==> src/rtl/dma_seq_pkg.sv <==
package dma_seq_pkg;

   typedef enum logic [1:0] {
      SZ_BYTE = 2'd0,
      SZ_WORD = 2'd1,
      SZ_LONG = 2'd2,
      SZ_LINE = 2'd3
   } xfer_size_e;

   typedef enum logic [1:0] {
      ST_IDLE = 2'd0,
      ST_WAIT = 2'd1,
      ST_RD   = 2'd2,
      ST_WR   = 2'd3
   } chan_state_e;

   // control word bits [9:1]; bit 0 is the write-only start strobe
   typedef struct packed {
      logic [1:0] dsz;
      logic [1:0] ssz;
      logic       single_wr;
      logic       dinc;
      logic       sinc;
      logic       single;
      logic       ext_en;
   } chan_ctrl_t;

   localparam logic [2:0] SEL_SRC  = 3'd0;
   localparam logic [2:0] SEL_DST  = 3'd1;
   localparam logic [2:0] SEL_CNT  = 3'd2;
   localparam logic [2:0] SEL_CTRL = 3'd3;
   localparam logic [2:0] SEL_STAT = 3'd4;

   function automatic logic [4:0] size_step(input logic [1:0] sz);
      case (sz)
         SZ_BYTE: size_step = 5'd1;
         SZ_WORD: size_step = 5'd2;
         SZ_LONG: size_step = 5'd4;
         default: size_step = 5'd16;
      endcase
   endfunction

endpackage

==> src/rtl/dma_seq_addr_unit.sv <==
module dma_seq_addr_unit
   import dma_seq_pkg::*;
#(
   parameter int ADDR_W = 32
) (
   input  logic              clk,
   input  logic              rst_n,
   input  logic              load,
   input  logic [ADDR_W-1:0] load_val,
   input  logic              advance,
   input  logic              inc_en,
   input  logic [1:0]        size,
   output logic [ADDR_W-1:0] q
);

   logic [ADDR_W-1:0] step;
   assign step = ADDR_W'(size_step(size));

   always_ff @(posedge clk or negedge rst_n) begin
      if (!rst_n)                q <= '0;
      else if (load)             q <= load_val;
      else if (advance && inc_en) q <= q + step;
   end

   // with no load and no enabled advance, the address holds
   a_r3_addr_holds: assert property (@(posedge clk) disable iff (!rst_n)
      (!load && !(advance && inc_en)) |=> $stable(q));

endmodule

==> src/rtl/dma_seq_lat_timer.sv <==
module dma_seq_lat_timer #(
   parameter int LAT = 4
) (
   input  logic clk,
   input  logic rst_n,
   input  logic arm,
   input  logic cancel,
   output logic fire
);

   if (LAT < 1) begin : g_bad_lat
      $error("dma_seq_lat_timer: LAT must be at least 1");
   end

   if (LAT == 1) begin : g_direct
      logic run_q;
      always_ff @(posedge clk or negedge rst_n) begin
         if (!rst_n)      run_q <= 1'b0;
         else if (cancel) run_q <= 1'b0;
         else if (arm)    run_q <= 1'b1;
         else             run_q <= 1'b0;
      end
      assign fire = run_q;
   end else begin : g_count
      localparam int CW = $clog2(LAT);
      localparam int AW = $clog2(LAT + 1);
      logic [CW-1:0] cnt_q;
      logic          run_q;
      logic [AW-1:0] age_q;

      always_ff @(posedge clk or negedge rst_n) begin
         if (!rst_n) begin
            run_q <= 1'b0;
            cnt_q <= '0;
         end else if (cancel) begin
            run_q <= 1'b0;
         end else if (arm) begin
            run_q <= 1'b1;
            cnt_q <= CW'(LAT - 1);
         end else if (run_q) begin
            if (cnt_q == '0) run_q <= 1'b0;
            else             cnt_q <= cnt_q - 1'b1;
         end
      end
      assign fire = run_q && (cnt_q == '0);

      // independent age counter, used only by the latency check
      always_ff @(posedge clk or negedge rst_n) begin
         if (!rst_n)                                   age_q <= '0;
         else if (arm)                                 age_q <= '0;
         else if (run_q && (age_q < AW'(LAT)))         age_q <= age_q + 1'b1;
      end

      // fire never comes earlier than LAT-1 cycles after arming
      a_r6_min_latency: assert property (@(posedge clk) disable iff (!rst_n)
         fire |-> (age_q >= AW'(LAT - 1)));
   end

endmodule

==> src/rtl/dma_seq_ctrl.sv <==
module dma_seq_ctrl
   import dma_seq_pkg::*;
#(
   parameter int ADDR_W = 32,
   parameter int CNT_W  = 24,
   parameter int DATA_W = 32
) (
   input  logic              clk,
   input  logic              rst_n,
   input  chan_ctrl_t        ctrl,
   input  logic              start_req,
   input  logic              abort,
   input  logic              cnt_load,
   input  logic [CNT_W-1:0]  cnt_load_val,
   input  logic              dreq,
   input  logic              fire,
   input  logic [ADDR_W-1:0] src_q,
   input  logic [ADDR_W-1:0] dst_q,
   input  logic              bus_ack,
   input  logic [DATA_W-1:0] bus_rdata,
   output logic              arm,
   output logic              finish,
   output logic [CNT_W-1:0]  cnt_q,
   output logic              done_q,
   output logic              busy,
   output logic              bus_req,
   output logic [ADDR_W-1:0] bus_addr,
   output logic              bus_wr,
   output logic [1:0]        bus_size,
   output logic [DATA_W-1:0] bus_wdata
);

   chan_state_e       st_q, st_d;
   logic [CNT_W-1:0]  cnt_d, step;
   logic              done_d, go_int, go_ext;
   logic [DATA_W-1:0] buf_q, buf_d;

   assign step   = CNT_W'(size_step(ctrl.ssz));
   assign go_int = start_req && (st_q == ST_IDLE) && !done_q;
   assign go_ext = ctrl.ext_en && dreq && (st_q == ST_IDLE) && !done_q;

   always_comb begin
      st_d   = st_q;
      cnt_d  = cnt_q;
      done_d = done_q;
      buf_d  = buf_q;
      arm    = 1'b0;
      finish = 1'b0;
      case (st_q)
         ST_IDLE: begin
            if (go_int || go_ext) begin
               if (cnt_q == '0) done_d = 1'b1;
               else if (go_int) st_d = ST_RD;
               else begin
                  st_d = ST_WAIT;
                  arm  = 1'b1;
               end
            end
         end
         ST_WAIT: if (fire) st_d = ST_RD;
         ST_RD: begin
            if (bus_ack) begin
               buf_d = bus_rdata;
               if (ctrl.single) finish = 1'b1;
               else             st_d = ST_WR;
            end
         end
         default: if (bus_ack) finish = 1'b1;
      endcase
      if (finish) begin
         if (cnt_q <= step) begin
            cnt_d  = '0;
            done_d = 1'b1;
            st_d   = ST_IDLE;
         end else begin
            cnt_d = cnt_q - step;
            st_d  = ST_RD;
         end
      end
      if (cnt_load) cnt_d = cnt_load_val;
      if (abort) begin
         st_d   = ST_IDLE;
         done_d = 1'b0;
      end
   end

   always_ff @(posedge clk or negedge rst_n) begin
      if (!rst_n) begin
         st_q   <= ST_IDLE;
         cnt_q  <= '0;
         done_q <= 1'b0;
         buf_q  <= '0;
      end else begin
         st_q   <= st_d;
         cnt_q  <= cnt_d;
         done_q <= done_d;
         buf_q  <= buf_d;
      end
   end

   assign busy      = (st_q != ST_IDLE);
   assign bus_req   = (st_q == ST_RD) || (st_q == ST_WR);
   assign bus_addr  = (st_q == ST_WR) ? dst_q : src_q;
   assign bus_wr    = (st_q == ST_WR) ? 1'b1 : (ctrl.single && ctrl.single_wr);
   assign bus_size  = (st_q == ST_WR) ? ctrl.dsz : ctrl.ssz;
   assign bus_wdata = buf_q;

   // a DONE write stops the channel and clears DONE
   a_r9_abort_stops: assert property (@(posedge clk) disable iff (!rst_n)
      abort |=> (!bus_req && !done_q));

   // a start with zero count completes without a bus cycle
   a_r12_zero_count: assert property (@(posedge clk) disable iff (!rst_n)
      ((go_int || go_ext) && (cnt_q == '0) && !abort && !cnt_load)
      |=> (done_q && !bus_req));

   // while active the count never grows unless software loads it
   a_r4_count_falls: assert property (@(posedge clk) disable iff (!rst_n)
      (busy && !cnt_load) |=> (cnt_q <= $past(cnt_q)));

   // an idle channel with DONE set stays off the bus
   a_r10_done_blocks: assert property (@(posedge clk) disable iff (!rst_n)
      (done_q && !busy && !abort) |=> !bus_req);

endmodule

==> src/rtl/dma_seq.sv <==
module dma_seq
   import dma_seq_pkg::*;
#(
   parameter int ADDR_W      = 32,
   parameter int CNT_W       = 24,
   parameter int DATA_W      = 32,
   parameter int REQ_LATENCY = 4
) (
   input  logic              clk,
   input  logic              rst_n,
   input  logic              cfg_we,
   input  logic [2:0]        cfg_sel,
   input  logic [31:0]       cfg_wdata,
   output logic [31:0]       cfg_rdata,
   input  logic              dreq,
   output logic              bus_req,
   output logic [ADDR_W-1:0] bus_addr,
   output logic              bus_wr,
   output logic [1:0]        bus_size,
   input  logic              bus_ack,
   input  logic [DATA_W-1:0] bus_rdata,
   output logic [DATA_W-1:0] bus_wdata
);

   localparam int REG_W  = 32;
   localparam int CTRL_W = $bits(chan_ctrl_t);
   localparam int SIDES  = 2;

   if (ADDR_W < 8 || ADDR_W > REG_W) begin : g_bad_addr
      $error("dma_seq: ADDR_W out of range");
   end
   if (CNT_W < 5 || CNT_W > REG_W) begin : g_bad_cnt
      $error("dma_seq: CNT_W out of range");
   end
   if (DATA_W < 8) begin : g_bad_data
      $error("dma_seq: DATA_W too small");
   end

   chan_ctrl_t        ctrl_q;
   logic              wr_src, wr_dst, wr_cnt, wr_ctrl, wr_stat;
   logic              start_req, abort, arm, fire, finish;
   logic [CNT_W-1:0]  cnt_q;
   logic              done_q, busy;
   logic [ADDR_W-1:0] side_q    [SIDES];
   logic              side_load [SIDES];
   logic              side_adv  [SIDES];
   logic              side_inc  [SIDES];
   logic [1:0]        side_size [SIDES];

   assign wr_src  = cfg_we && (cfg_sel == SEL_SRC);
   assign wr_dst  = cfg_we && (cfg_sel == SEL_DST);
   assign wr_cnt  = cfg_we && (cfg_sel == SEL_CNT);
   assign wr_ctrl = cfg_we && (cfg_sel == SEL_CTRL);
   assign wr_stat = cfg_we && (cfg_sel == SEL_STAT);

   assign start_req = wr_ctrl && cfg_wdata[0] && !cfg_wdata[1];
   assign abort     = wr_stat && cfg_wdata[0];

   always_ff @(posedge clk or negedge rst_n) begin
      if (!rst_n)       ctrl_q <= '0;
      else if (wr_ctrl) ctrl_q <= chan_ctrl_t'(cfg_wdata[CTRL_W:1]);
   end

   assign side_load[0] = wr_src;
   assign side_load[1] = wr_dst;
   assign side_adv[0]  = finish;
   assign side_adv[1]  = finish && !ctrl_q.single;
   assign side_inc[0]  = ctrl_q.sinc;
   assign side_inc[1]  = ctrl_q.dinc;
   assign side_size[0] = ctrl_q.ssz;
   assign side_size[1] = ctrl_q.dsz;

   for (genvar s = 0; s < SIDES; s++) begin : g_side
      dma_seq_addr_unit #(.ADDR_W(ADDR_W)) u_addr (
         .clk      (clk),
         .rst_n    (rst_n),
         .load     (side_load[s]),
         .load_val (cfg_wdata[ADDR_W-1:0]),
         .advance  (side_adv[s]),
         .inc_en   (side_inc[s]),
         .size     (side_size[s]),
         .q        (side_q[s])
      );
   end

   dma_seq_lat_timer #(.LAT(REQ_LATENCY)) u_lat (
      .clk    (clk),
      .rst_n  (rst_n),
      .arm    (arm),
      .cancel (abort),
      .fire   (fire)
   );

   dma_seq_ctrl #(
      .ADDR_W (ADDR_W),
      .CNT_W  (CNT_W),
      .DATA_W (DATA_W)
   ) u_ctrl (
      .clk          (clk),
      .rst_n        (rst_n),
      .ctrl         (ctrl_q),
      .start_req    (start_req),
      .abort        (abort),
      .cnt_load     (wr_cnt),
      .cnt_load_val (cfg_wdata[CNT_W-1:0]),
      .dreq         (dreq),
      .fire         (fire),
      .src_q        (side_q[0]),
      .dst_q        (side_q[1]),
      .bus_ack      (bus_ack),
      .bus_rdata    (bus_rdata),
      .arm          (arm),
      .finish       (finish),
      .cnt_q        (cnt_q),
      .done_q       (done_q),
      .busy         (busy),
      .bus_req      (bus_req),
      .bus_addr     (bus_addr),
      .bus_wr       (bus_wr),
      .bus_size     (bus_size),
      .bus_wdata    (bus_wdata)
   );

   always_comb begin
      cfg_rdata = '0;
      case (cfg_sel)
         SEL_SRC:  cfg_rdata[ADDR_W-1:0] = side_q[0];
         SEL_DST:  cfg_rdata[ADDR_W-1:0] = side_q[1];
         SEL_CNT:  cfg_rdata[CNT_W-1:0]  = cnt_q;
         SEL_CTRL: cfg_rdata[CTRL_W:1]   = ctrl_q;
         SEL_STAT: cfg_rdata[1:0]        = {busy, done_q};
         default:  cfg_rdata = '0;
      endcase
   end

   // a pending bus cycle keeps address, direction and size until acknowledged
   a_r7_cycle_holds: assert property (@(posedge clk) disable iff (!rst_n)
      (bus_req && !bus_ack && !cfg_we)
      |=> (bus_req && $stable(bus_addr) && $stable(bus_wr) && $stable(bus_size)));

   // nothing is requested in the first cycle out of reset
   a_r13_quiet_after_reset: assert property (@(posedge clk) disable iff (!rst_n)
      $rose(rst_n) |-> !bus_req);

endmodule

==> config.mk <==
export PLATFORM = sky130hd
export DESIGN_NAME = dma_seq
export DESIGN_NICKNAME = d
export VERILOG_FILES = /design/src/rtl/dma_seq_pkg.sv /design/src/rtl/dma_seq_addr_unit.sv /design/src/rtl/dma_seq_lat_timer.sv /design/src/rtl/dma_seq_ctrl.sv /design/src/rtl/dma_seq.sv
export SDC_FILE = /design/constraint.sdc
export NUM_CORES = 1
export LEC_CHECK = 0
export BUFFER_PORTS_ARGS = -buffer_cell sky130_fd_sc_hd__buf_2
export CORE_MARGIN = 5
export CORE_UTILIZATION = 40
export DETAILED_ROUTE_END_ITERATION = 8
export GPL_ROUTABILITY_DRIVEN = 0
export MAX_ROUTING_LAYER = met4
export PLACE_DENSITY = 0.6
export SETUP_SLACK_MARGIN = 0.15
export SYNTH_ARGS = -nofsm -noshare
export SYNTH_HDL_FRONTEND = slang
export SYNTH_HIERARCHICAL = 1
export SYNTH_SLANG_ARGS = --single-unit
==> constraint.sdc <==
create_clock -name clk -period 3.15 [get_ports clk]
set_clock_uncertainty 0.2 [all_clocks]
set_input_delay 0.4725 -clock clk [delete_from_list [all_inputs] [get_ports clk]]
set_output_delay 0.4725 -clock clk [all_outputs]
set_load 0.005 [all_outputs]
==> results of run 1 <==
## synthesized netlist by cell type, drive strengths merged (9+ instances only)
cell    number
xor2        11
dfrtp      135
and4        14
nor2b       23
clkbuf      24
nor3b       13
buf         27
or2         16
nand2      120
nand3       21
nor2        48
mux2i       32
nor3        31
ha          17
mux2        81
xnor2       61
a21oi       35
a21o         9
nor4        10
inv         19
nand4       20
o21ai       77
## cell families after synthesis
group / synth area share, %
simple gates: 22.7
compound gates: 10.5
flops: 37.4
mux: 15.6
xor+xnor: 6.98
buf+inv: 3.75
fa+ha+maj: 3.02
## worst max-delay path by stage
stage / startpoint / endpoint / slack [ps] / cells after the start
after detailed placement: ctrl_q[6] / u_ctrl/cnt_q[2] / 170 / 10
after CTS: ctrl_q[6] / u_ctrl/cnt_q[2] / 140 / 10
final: ctrl_q[6] / u_ctrl/cnt_q[3] / 280 / 11
after floorplan: u_ctrl/st_q[0] / g_side[1].u_addr/q[29] / 170 / 12
after global routing: ctrl_q[6] / u_ctrl/cnt_q[10] / 140 / 12
after global placement: ctrl_q[6] / u_ctrl/cnt_q[10] / 210 / 10
## layout make-up
class                      instances  area (um2)
sequential                       135        3380
clock buffer                      18         429
timing repair buffer             205        1170
tap                              285         357
fill                            2119       11500
multi-input combinational        726        5350
inverter                          19        71.3
clock inverter                    14         151
## power by group
group | internal, mW | switching, mW
clock | 1.17 | 0.827
combinational | 1.80 | 1.64
sequential | 2.31 | 0.688
## critical path, delay by kind of cell, from the launching register on
| family | cells | cell delay (ps) |
|---|---|---|
| buf+inv | 2 | 230 |
| simple gates | 2 | 250 |
| compound gates | 5 | 1100 |
| fa+ha+maj | 2 | 580 |
| flops | 1 | 380 |
## per-layer routing
metal,up-vias,GRT usage [%],part of all wire (%)
met5,-,-,0
met4,0,4.18,1.0
met3,26,3.72,5.8
met2,275,35.1,48
met1,3663,28.4,45
li1,3660,-,-
## registers in the layout (all words and copies together), names as in the netlist
signal,flops
ctrl_q,9
g_side.u_addr/q,64
u_ctrl/bus_wdata,32
u_ctrl/cnt_q,24
u_ctrl/done_q,1
u_ctrl/st_q,2
u_lat/g_count.cnt_q,2
u_lat/g_count.run_q,1
## repair_timing
action                                  CTS  global route
endpoints found under the setup margin    1            24
buffers inserted                          0             4
hold buffers                              1             0
gates resized for setup                   0             5
endpoints found under the hold margin    64             0
pin swaps                                 0             2
==> run metrics, run 1 <==
highest-count cells in the layout ignoring fill and taps=sky130_fd_sc_hd__buf_2, sky130_fd_sc_hd__dfrtp_1, sky130_fd_sc_hd__nand2_1, sky130_fd_sc_hd__mux2_2, sky130_fd_sc_hd__xnor2_1; number of maximum-capacitance constraint violations=0; wire length of the first global-routing pass=43100 um; predominant post-synthesis flop cell=sky130_fd_sc_hd__dfrtp_1; Skew-Pair Late Insertion Delay=420 ps; count of final hold-check violations=0; FF-to-FF setup slack=between 200 and 300 ps; most common library cell in the layout ignoring fill and taps=sky130_fd_sc_hd__buf_2; status=finished, final reports clean; count of final max-slew check failures=0; critical path peak fanout=4; post-synthesis to final-layout area growth=20.7%; largest net degree at the start of global routing=68; largest voltage drop on the vdd net=~440 uV; part of the Yosys area used for sequential elements=37.4%; Mean Syn Cell Area=around 9.7 um2; number of flops mapped to enable cells by yosys=0; type of the worst setup path=reg2reg; total via count in the routed design=between 7000 and 8000; Root Driver=sky130_fd_sc_hd__clkbuf_16; starting density of the core=40.3%; post-detailed-route via-to-cell ratio=~5.4; number of cells on the worst hold path=2; Setup TNS=0 ps; worst hold slack=between 70 and 80 ps; num ports=between 150 and 200; number of placed cells counting well taps=~1400; number of global-route vias before repair=slightly below 8000; top cell type by total area after synthesis=sky130_fd_sc_hd__dfrtp_1; type of the tightest min-delay check=in2reg; DRC violation count after routing=0; number of antenna violations at the first check in global routing=0; layout cell share with drive strength beyond 1=between 30 and 40%; Iter 0 DRT Violations=between 500 and 600; placeable core region=approximately 22000 um2; Finished Cell Area=between 10000 and 15000 um2; depth of the most critical reg-to-reg path=11; longest individual stage delay on the worst path=400 ps; unique cell type count in the Yosys netlist=76; Reg clk slew, reported paths=60 ps; worst min-delay path endpoint=u_ctrl/bus_wdata[27]; Worst EP required=approximately 3200 ps; dominant cells by area after synthesis=sky130_fd_sc_hd__dfrtp_1, sky130_fd_sc_hd__mux2_2, sky130_fd_sc_hd__xnor2_1; standard-cell rows=55; Mapped Area=9040 um2; launching element type of the critical path=flip-flop; buffer levels on the longest clock path=2; routed wire length=26900 um; GRT Resource Usage Total=between 20% and 30%; slowest cell on the critical path=sky130_fd_sc_hd__fa_1; power density normalized to cell area=between 700 and 800 nW/um2; number of storage elements in the synthesis netlist=roughly 140; PnR worst setup slack=~280 ps; total overflow reported by the global router=0; DR WL/cell=~19 um; crit end category=flip-flop; end of the worst register-to-register path=u_ctrl/cnt_q[3]; NumNets Final=about 1200; static leakage=between 4 and 5 nW; Util after Layout=between 40 and 50%; DPL Wire Length=19700 um; area of the die=~26000 um2; portion of synthesized cell area occupied by the leading cell type=between 30% and 40%; net count after synthesis=1023; worst slew slack as a fraction of its limit=54.5%; worst path arrival time=2950 ps; height of the die=160 um; minimum setup slack after placement=roughly 170 ps; FF-to-FF Start=ctrl_q[6]; synthesized instance count=about 930; Final setup viols=0; TritonCTS clock tree=yes; CTS HTree Levels=4; Yosys Warn Count=6; origin of the worst min-delay path=bus_rdata[27]; final antenna diode count=0; list of cells traversed by the critical path=nor2_1, ha_1, inv_1, fa_1, a211o_1, a21o_1, a211oi_2, nand2_2, buf_4, a41oi_1, o31ai_1; residual antenna-violating net count after detailed routing=0; cts bufs inserted=17; drt first pass iters=7; buffers added on ports=approximately 170; async set-reset flop share out of synthesis=100%; Sink Count=approximately 140; unrepaired setup endpoints after global routing=true; minimum clock period=about 2900 ps; Design Power=between 8 and 9 mW; Least-Margin Pin Slew=683 ps; Post-Place Cell Area=between 10000 and 15000 um2; count of non-filler cells in the finished layout=approximately 1400; highest clock rate=349 MHz; final critical-path share of the clock period=roughly nine tenths; floorplan die width=160 um
Note: power is estimated with default switching activity, not from simulation.
==> run 2, diff against run 1 <==
--- a/config.mk
+++ b/config.mk
@@ -5,14 +5,17 @@
 export SDC_FILE = /design/constraint.sdc
 export NUM_CORES = 1
 export LEC_CHECK = 0
+export ABC_AREA = 1
 export BUFFER_PORTS_ARGS = -buffer_cell sky130_fd_sc_hd__buf_2
+export CAP_MARGIN = 20
 export CORE_MARGIN = 5
 export CORE_UTILIZATION = 40
 export DETAILED_ROUTE_END_ITERATION = 8
 export GPL_ROUTABILITY_DRIVEN = 0
 export MAX_ROUTING_LAYER = met4
-export PLACE_DENSITY = 0.6
+export PLACE_DENSITY = 0.59
 export SETUP_SLACK_MARGIN = 0.15
+export SLEW_MARGIN = 40
 export SYNTH_ARGS = -nofsm -noshare
 export SYNTH_HDL_FRONTEND = slang
 export SYNTH_HIERARCHICAL = 1
==> run 2 against run 1 <==
Sequential share of layout area fell by 3.4 points. Final cell count rose by 51%. Wire length rose by 42%. Combinational power rose by 22%. Critical path depth fell by 5. Core utilization fell by 1.3 points. Power rose by 18%. First-iteration DRC count rose to 2.5 times the previous value. Fmax rose by 6.0%.
==> run metrics, run 2 <==
worst slew slack as a fraction of its limit=62.3% (+7.9 points); final critical-path share of the clock period=85.9% (-5.1 points); highest-count cells in the layout ignoring fill and taps=sky130_fd_sc_hd__nand2_1, sky130_fd_sc_hd__inv_1, sky130_fd_sc_hd__buf_2, sky130_fd_sc_hd__nand3_1, sky130_fd_sc_hd__dfrtp_1; portion of synthesized cell area occupied by the leading cell type=32.4% (-5.0 points); dominant cells by area after synthesis=sky130_fd_sc_hd__dfrtp_1, sky130_fd_sc_hd__nand2_1, sky130_fd_sc_hd__nand3_1; type of the tightest min-delay check=in2reg; Final setup viols=0 (unchanged); Yosys Warn Count=6 (unchanged); DPL Wire Length=29000 um (+47%); most frequent cell after synthesis=sky130_fd_sc_hd__nand2_1; Reg clk slew, reported paths=80 ps (+20 ps); unrepaired setup endpoints after global routing=false; final antenna diode count=0 (unchanged); Setup TNS=0 ps (unchanged); count of final hold-check violations=0 (unchanged); NumNets Final=1859 (+55%); buffers added on ports=171 (unchanged); number of maximum-capacitance constraint violations=0 (unchanged); Mean Syn Cell Area=6.49 um2 (-33%); fraction of synthesized area in multiplexers=3.46% (-12 points); net count after synthesis=1697 (+66%); largest voltage drop on the vdd net=404 uV (-7.5%); fraction of the mapped netlist area in simple logic gates=42.0% (+19 points); CTS HTree Levels=4 (unchanged); wire length of the first global-routing pass=59400 um (+38%); largest family of logic cells by synthesized area=simple AND/OR/NAND/NOR gates; Iter 0 DRT Violations=1376 (+150%); type of the worst setup path=reg2out; launching element type of the critical path=flip-flop; Finished Cell Area=12200 um2 (+12%); TritonCTS clock tree=yes; compound-cell area share of the yosys netlist=8.03% (-2.5 points); number of global-route vias before repair=10700 (+39%); adder-cell area share of the yosys netlist=2.62% (-0.40 points); number of antenna violations at the first check in global routing=0 (unchanged); Root Driver=sky130_fd_sc_hd__clkbuf_16; layout cell share with drive strength beyond 1=17.7% (-16 points); predominant post-synthesis flop cell=sky130_fd_sc_hd__dfrtp_1; floorplan die width=171 um (+6.9%); static leakage=6.21 nW (+33%); number of storage elements in the synthesis netlist=135 (unchanged); status=finished, final reports clean; buffer levels on the longest clock path=2 (unchanged); worst hold slack=59.1 ps (-17.4 ps); drt first pass iters=6 (-1); fraction of synthesized cell area in xor and xnor cells=1.77% (-5.2 points); Post-Place Cell Area=11600 um2 (+13%); post-detailed-route via-to-cell ratio=5.32 (-2.1%); Least-Margin Pin Slew=565 ps (-118 ps); critical path peak fanout=34 (+30); crit end category=primary output; largest net degree at the start of global routing=55 (-19%); power density normalized to cell area=817 nW/um2 (+5.6%); worst path arrival time=2030 ps (-920 ps); Sink Count=135 (unchanged); starting density of the core=40.3% (+0.046 points); Mapped Area=10400 um2 (+15%); highest clock rate=370 MHz (+6.0%); unique cell type count in the Yosys netlist=45 (-41%); total overflow reported by the global router=0 (unchanged); total via count in the routed design=11300 (+48%); cts bufs inserted=17 (unchanged); async set-reset flop share out of synthesis=100% (unchanged); count of final max-slew check failures=0 (unchanged); height of the die=171 um (+6.9%); synthesized instance count=1605 (+72%); top cells by instance count after synthesis=sky130_fd_sc_hd__nand2_1, sky130_fd_sc_hd__inv_1, sky130_fd_sc_hd__nand3_1; post-synthesis to final-layout area growth=17.4%; top cell type by total area after synthesis=sky130_fd_sc_hd__dfrtp_1; residual antenna-violating net count after detailed routing=0 (unchanged); GRT Resource Usage Total=26.6% (+5.1 points); number of flip-flops in the largest register=64 (unchanged); Skew-Pair Late Insertion Delay=430 ps (about the same); minimum clock period=2710 ps (-162 ps); area of the die=29400 um2 (+14%); part of the Yosys area used for sequential elements=32.4% (-5.0 points); count of buffers added by post-CTS timing repair for setup=0 (unchanged); number of flops mapped to enable cells by yosys=0 (unchanged); standard-cell rows=59 (+7.3%); placeable core region=25800 um2 (+15%); Util after Layout=47.3% (-1.3 points); Worst EP required=2480 ps (-760 ps); num ports=172 (unchanged); DR WL/cell=18.1 um (-5.6%); number of filler instances in the final layout=2659 (+25%); register containing the most flip-flops in the final layout=g_side.u_addr/q; DRC violation count after routing=0 (unchanged); routed wire length=38300 um (+42%); most common library cell in the layout ignoring fill and taps=sky130_fd_sc_hd__nand2_1
==> run 2: worst paths after layout <==
| check | startpoint | to | slack [ps] | cells after the start |
|---|---|---|---|---|
| max | u_ctrl/st_q[0] | bus_addr[15] | 440 | 6 |
| min | bus_rdata[12] | u_ctrl/bus_wdata[12] | 60 | 2 |
| max reg2reg | ctrl_q[6] | u_ctrl/cnt_q[16] | 550 | 12 |
| min reg2reg | u_lat/g_count.cnt_q[1] | u_lat/g_count.cnt_q[1] | 270 | 2 |
| max in group asynchronous | rst_n | g_side[1].u_addr/q[29] | 1650 | 3 |
| min in group asynchronous | rst_n | ctrl_q[6] | 400 | 2 |
==> run 2: layout make-up <==
class                   instances  area, um2  share of cell area [%]
inverters                     190        716                    5.85
multi-input cells            1231       6040                    49.4
clock inverters                15        199                    1.63
clock buffers                  17        425                    3.48
well taps                     335        419                    3.43
flip-flops and latches        135       3380                    27.6
repair buffers                192       1050                    8.56
==> run 2: cell families (layout without fill, tap and decap cells) <==
kind of cell / count (synthesis) / in the layout
mux: 32 / 32
xor+xnor: 21 / 21
simple gates: 1024 / 1024
buf+inv: 239 / 414
fa+ha+maj: 20 / 20
flops: 135 / 135
compound gates: 134 / 134
==> run 2: worst max-delay path, stage by stage (launching register included) <==
cell	delay, ps
sky130_fd_sc_hd__dfrtp_1	420
sky130_fd_sc_hd__ha_1	270
sky130_fd_sc_hd__inv_4	80
sky130_fd_sc_hd__buf_4	430
sky130_fd_sc_hd__nand2_1	100
sky130_fd_sc_hd__nand2_1	150
sky130_fd_sc_hd__buf_2	140
==> run 2: routing by layer <==
| metal | vias up | GRT usage [%] | routed length, um |
|---|---|---|---|
| li1 | 5420 | - | - |
| met1 | 5289 | 35.8 | 16700 |
| met2 | 483 | 42.0 | 17700 |
| met3 | 65 | 4.60 | 2970 |
| met4 | 0 | 6.51 | 945 |
| met5 | - | - | 0 |
==> run 2: through the flow <==
step                worst slack [ps]  cells  total power, mW
detailed placement               604   2082             7.88
global placement                 651   2082             7.82
global route                     306   2115             10.8
floorplan                        924   1605             6.12
finish                           445   2115             10.0
CTS                              468   2115             10.0
==> run 2: repair_timing <==
action                    in CTS  in global routing
resized for setup              0                  0
hold buffers                   1                  0
hold endpoints to repair      51                  0
==> run 2: where the power goes <==
part	internal (mW)	switching [mW]	total, mW
Combinational	1.75	2.45	4.20
Sequential	2.49	1.23	3.71
Clock	1.08	0.998	2.08
Total	5.33	4.67	10.0
==> run 3, diff against run 2 <==
--- a/config.mk
+++ b/config.mk
@@ -8,12 +8,12 @@
 export ABC_AREA = 1
 export BUFFER_PORTS_ARGS = -buffer_cell sky130_fd_sc_hd__buf_2
 export CAP_MARGIN = 20
-export CORE_MARGIN = 5
-export CORE_UTILIZATION = 40
+export CORE_MARGIN = 2
+export CORE_UTILIZATION = 45
 export DETAILED_ROUTE_END_ITERATION = 8
 export GPL_ROUTABILITY_DRIVEN = 0
 export MAX_ROUTING_LAYER = met4
-export PLACE_DENSITY = 0.59
+export PLACE_DENSITY = 0.66
 export SETUP_SLACK_MARGIN = 0.15
 export SLEW_MARGIN = 40
 export SYNTH_ARGS = -nofsm -noshare
==> run 3 against run 2 <==
First-iteration DRC count shrank 10%. Final cell count fell by 2.3%. Global-route usage is 4.5 points higher. Register-to-register slack got worse by 50 ps. Via count grew 0.16%. Die area shrank 17%. Sequential share of layout area increased by 0.16 points. Fmax rose by 2.1%. Core utilization is 6.2 points higher. Sequential cell count stayed put. Largest cell class unchanged.
==> run metrics, run 3 (synthesis gave the netlist of run 2 again) <==
Least-Margin Pin Slew=584 ps (+19.1 ps); largest delay contributor family on the critical path=simple AND/OR/NAND/NOR gates; total overflow reported by the global router=0 (unchanged); minimum clock period=2650 ps (-56.5 ps); longest individual stage delay on the worst path=530 ps (+100 ps); number of flip-flops in the largest register=64 (unchanged); buffers plus inverters on the worst setup path=2 (-1); end of the worst register-to-register path=u_ctrl/cnt_q[23]; FF-to-FF setup slack=500 ps (-50 ps); unrepaired setup endpoints after global routing=false; post-synthesis to final-layout area growth=16.7%; number of placed cells counting well taps=2033 (-2.4%); Most Crowded Layer GR=met2; type of the tightest min-delay check=in2reg; worst slew slack as a fraction of its limit=60.7% (-1.6 points); drt first pass iters=7 (+1); Skew-Pair Late Insertion Delay=440 ps (about the same); layout cell share with drive strength beyond 1=17.7% (+0.046 points); routed wire length=36400 um (-5.0%); final critical-path share of the clock period=84.1% (-1.8 points); worst hold slack=58.3 ps (-0.878 ps); Worst EP required=3270 ps (+790 ps); count of final hold-check violations=0 (unchanged); Reg clk slew, reported paths=80 ps (about the same); buffers added on ports=171 (unchanged); Final setup viols=0 (unchanged); met3 global-route usage=5.58% (+0.99 points); slowest cell on the critical path=sky130_fd_sc_hd__dfrtp_1; DPL Wire Length=27500 um (-5.0%); TritonCTS clock tree=yes; highest-count cells in the layout ignoring fill and taps=sky130_fd_sc_hd__nand2_1, sky130_fd_sc_hd__inv_1, sky130_fd_sc_hd__buf_2, sky130_fd_sc_hd__nand3_1, sky130_fd_sc_hd__dfrtp_1; depth of the most critical reg-to-reg path=14 (+2); Root Driver=sky130_fd_sc_hd__clkbuf_16; count of buffers added by post-CTS timing repair for setup=0 (unchanged); crit end category=flip-flop; number of cells on the worst hold path=2 (unchanged); worst min-delay path endpoint=u_ctrl/bus_wdata[19]; type of the worst setup path=reg2reg; most used cell along the critical path=sky130_fd_sc_hd__nand2_1; register containing the most flip-flops in the final layout=g_side.u_addr/q; residual antenna-violating net count after detailed routing=0 (unchanged); NumNets Final=1860 (+0.054%); height of the die=156 um (-8.9%); wire length of the first global-routing pass=57000 um (-4.0%); number of maximum-capacitance constraint violations=0 (unchanged); origin of the worst min-delay path=bus_rdata[19]; num ports=172 (unchanged); area of the die=24400 um2 (-17%); DR WL/cell=17.6 um (-2.8%); most common library cell in the layout ignoring fill and taps=sky130_fd_sc_hd__nand2_1; floorplan die width=156 um (-8.9%); worst path arrival time=2760 ps (+730 ps); placeable core region=22700 um2 (-12%); count of final max-slew check failures=0 (unchanged); fraction of met2 tracks used by global routing=48.3% (+6.3 points); status=finished, final reports clean; CTS HTree Levels=4 (unchanged); Post-Place Cell Area=11500 um2 (-0.48%); post-detailed-route via-to-cell ratio=5.45 (+2.5%); Finished Cell Area=12200 um2 (-0.58%); launching element type of the critical path=flip-flop; number of antenna violations at the first check in global routing=1 (+1); FF-to-FF Start=ctrl_q[6]; met1 Usage GRT=41.2% (+5.4 points); GRT Resource Usage Total=31.1% (+4.5 points); count of non-filler cells in the finished layout=2067 (-2.3%); largest net degree at the start of global routing=64 (+16%); starting density of the core=45.9% (+5.6 points); highest clock rate=378 MHz (+2.1%); DRC violation count after routing=0 (unchanged); total via count in the routed design=11300 (+0.16%); cts bufs inserted=17 (unchanged); buffer levels on the longest clock path=2 (unchanged); Sink Count=135 (unchanged); largest voltage drop on the vdd net=440 uV (+8.9%); critical path peak fanout=10 (-71%); static leakage=6.21 nW (about the same); number of filler instances in the final layout=2286 (-14%); number of global-route vias before repair=10600 (-0.59%); Setup TNS=0 ps (unchanged); standard-cell rows=55 (-6.8%); power density normalized to cell area=818 nW/um2 (+0.12%); Iter 0 DRT Violations=1237 (-10%); list of cells traversed by the critical path=nor2_1, ha_1, inv_1, fa_1, nand2_1, nand2_1, nand2_1, nand2_1, nand2_1, nand2_1, nand3_2, inv_2, nand3_1, nand3_1
==> run 3: where the power goes <==
group	switching (mW)	internal (mW)	total (mW)
clock	0.980	1.07	2.05
combinational	2.45	1.76	4.20
sequential	1.21	2.49	3.70
==> run 3: stage by stage <==
| stage | util (%) | power, mW | setup slack (ps) |
|---|---|---|---|
| floorplan | - | 6.12 | 924 |
| global placement | 50.8 | 7.73 | 597 |
| detailed placement | 50.8 | 7.81 | 564 |
| CTS | 53.5 | 9.91 | 528 |
| global route | 53.5 | 10.7 | 311 |
| finish | 53.5 | 9.95 | 501 |
==> run 3: layout make-up <==
class / instances / area [um2] / share of cell area (%)
Clock inverter: 15 / 180 / 1.48
Multi-Input combinational cell: 1231 / 6040 / 49.7
Tap cell: 285 / 357 / 2.93
Sequential cell: 135 / 3380 / 27.8
Timing Repair Buffer: 193 / 1050 / 8.68
Clock buffer: 17 / 425 / 3.50
Inverter: 190 / 716 / 5.89
Antenna cell: 1 / 2.50 / 0.0206
==> run 3: metal layers <==
metal / vias up / part of all wire, %
li1: 5438 / -
met1: 5201 / 42
met2: 544 / 46
met3: 92 / 8.9
met4: 0 / 3.5
met5: - / 0
==> run 3: worst max-delay path by stage <==
stage | start | to | slack [ps] | cells after the start
after global routing | ctrl_q[6] | u_ctrl/cnt_q[4] | 310 | 14
after floorplan | ctrl_q[6] | u_ctrl/cnt_q[14] | 920 | 13
after global placement | ctrl_q[6] | u_ctrl/cnt_q[19] | 600 | 14
after CTS | u_ctrl/st_q[0] | bus_addr[13] | 530 | 6
after detailed placement | ctrl_q[6] | u_ctrl/cnt_q[19] | 560 | 14
final | ctrl_q[6] | u_ctrl/cnt_q[23] | 500 | 14
==> run 3: timing repair <==
action | CTS | global route
hold buffers | 1 | 0
endpoints found under the hold margin | 36 | 0
resized for setup | 0 | 0
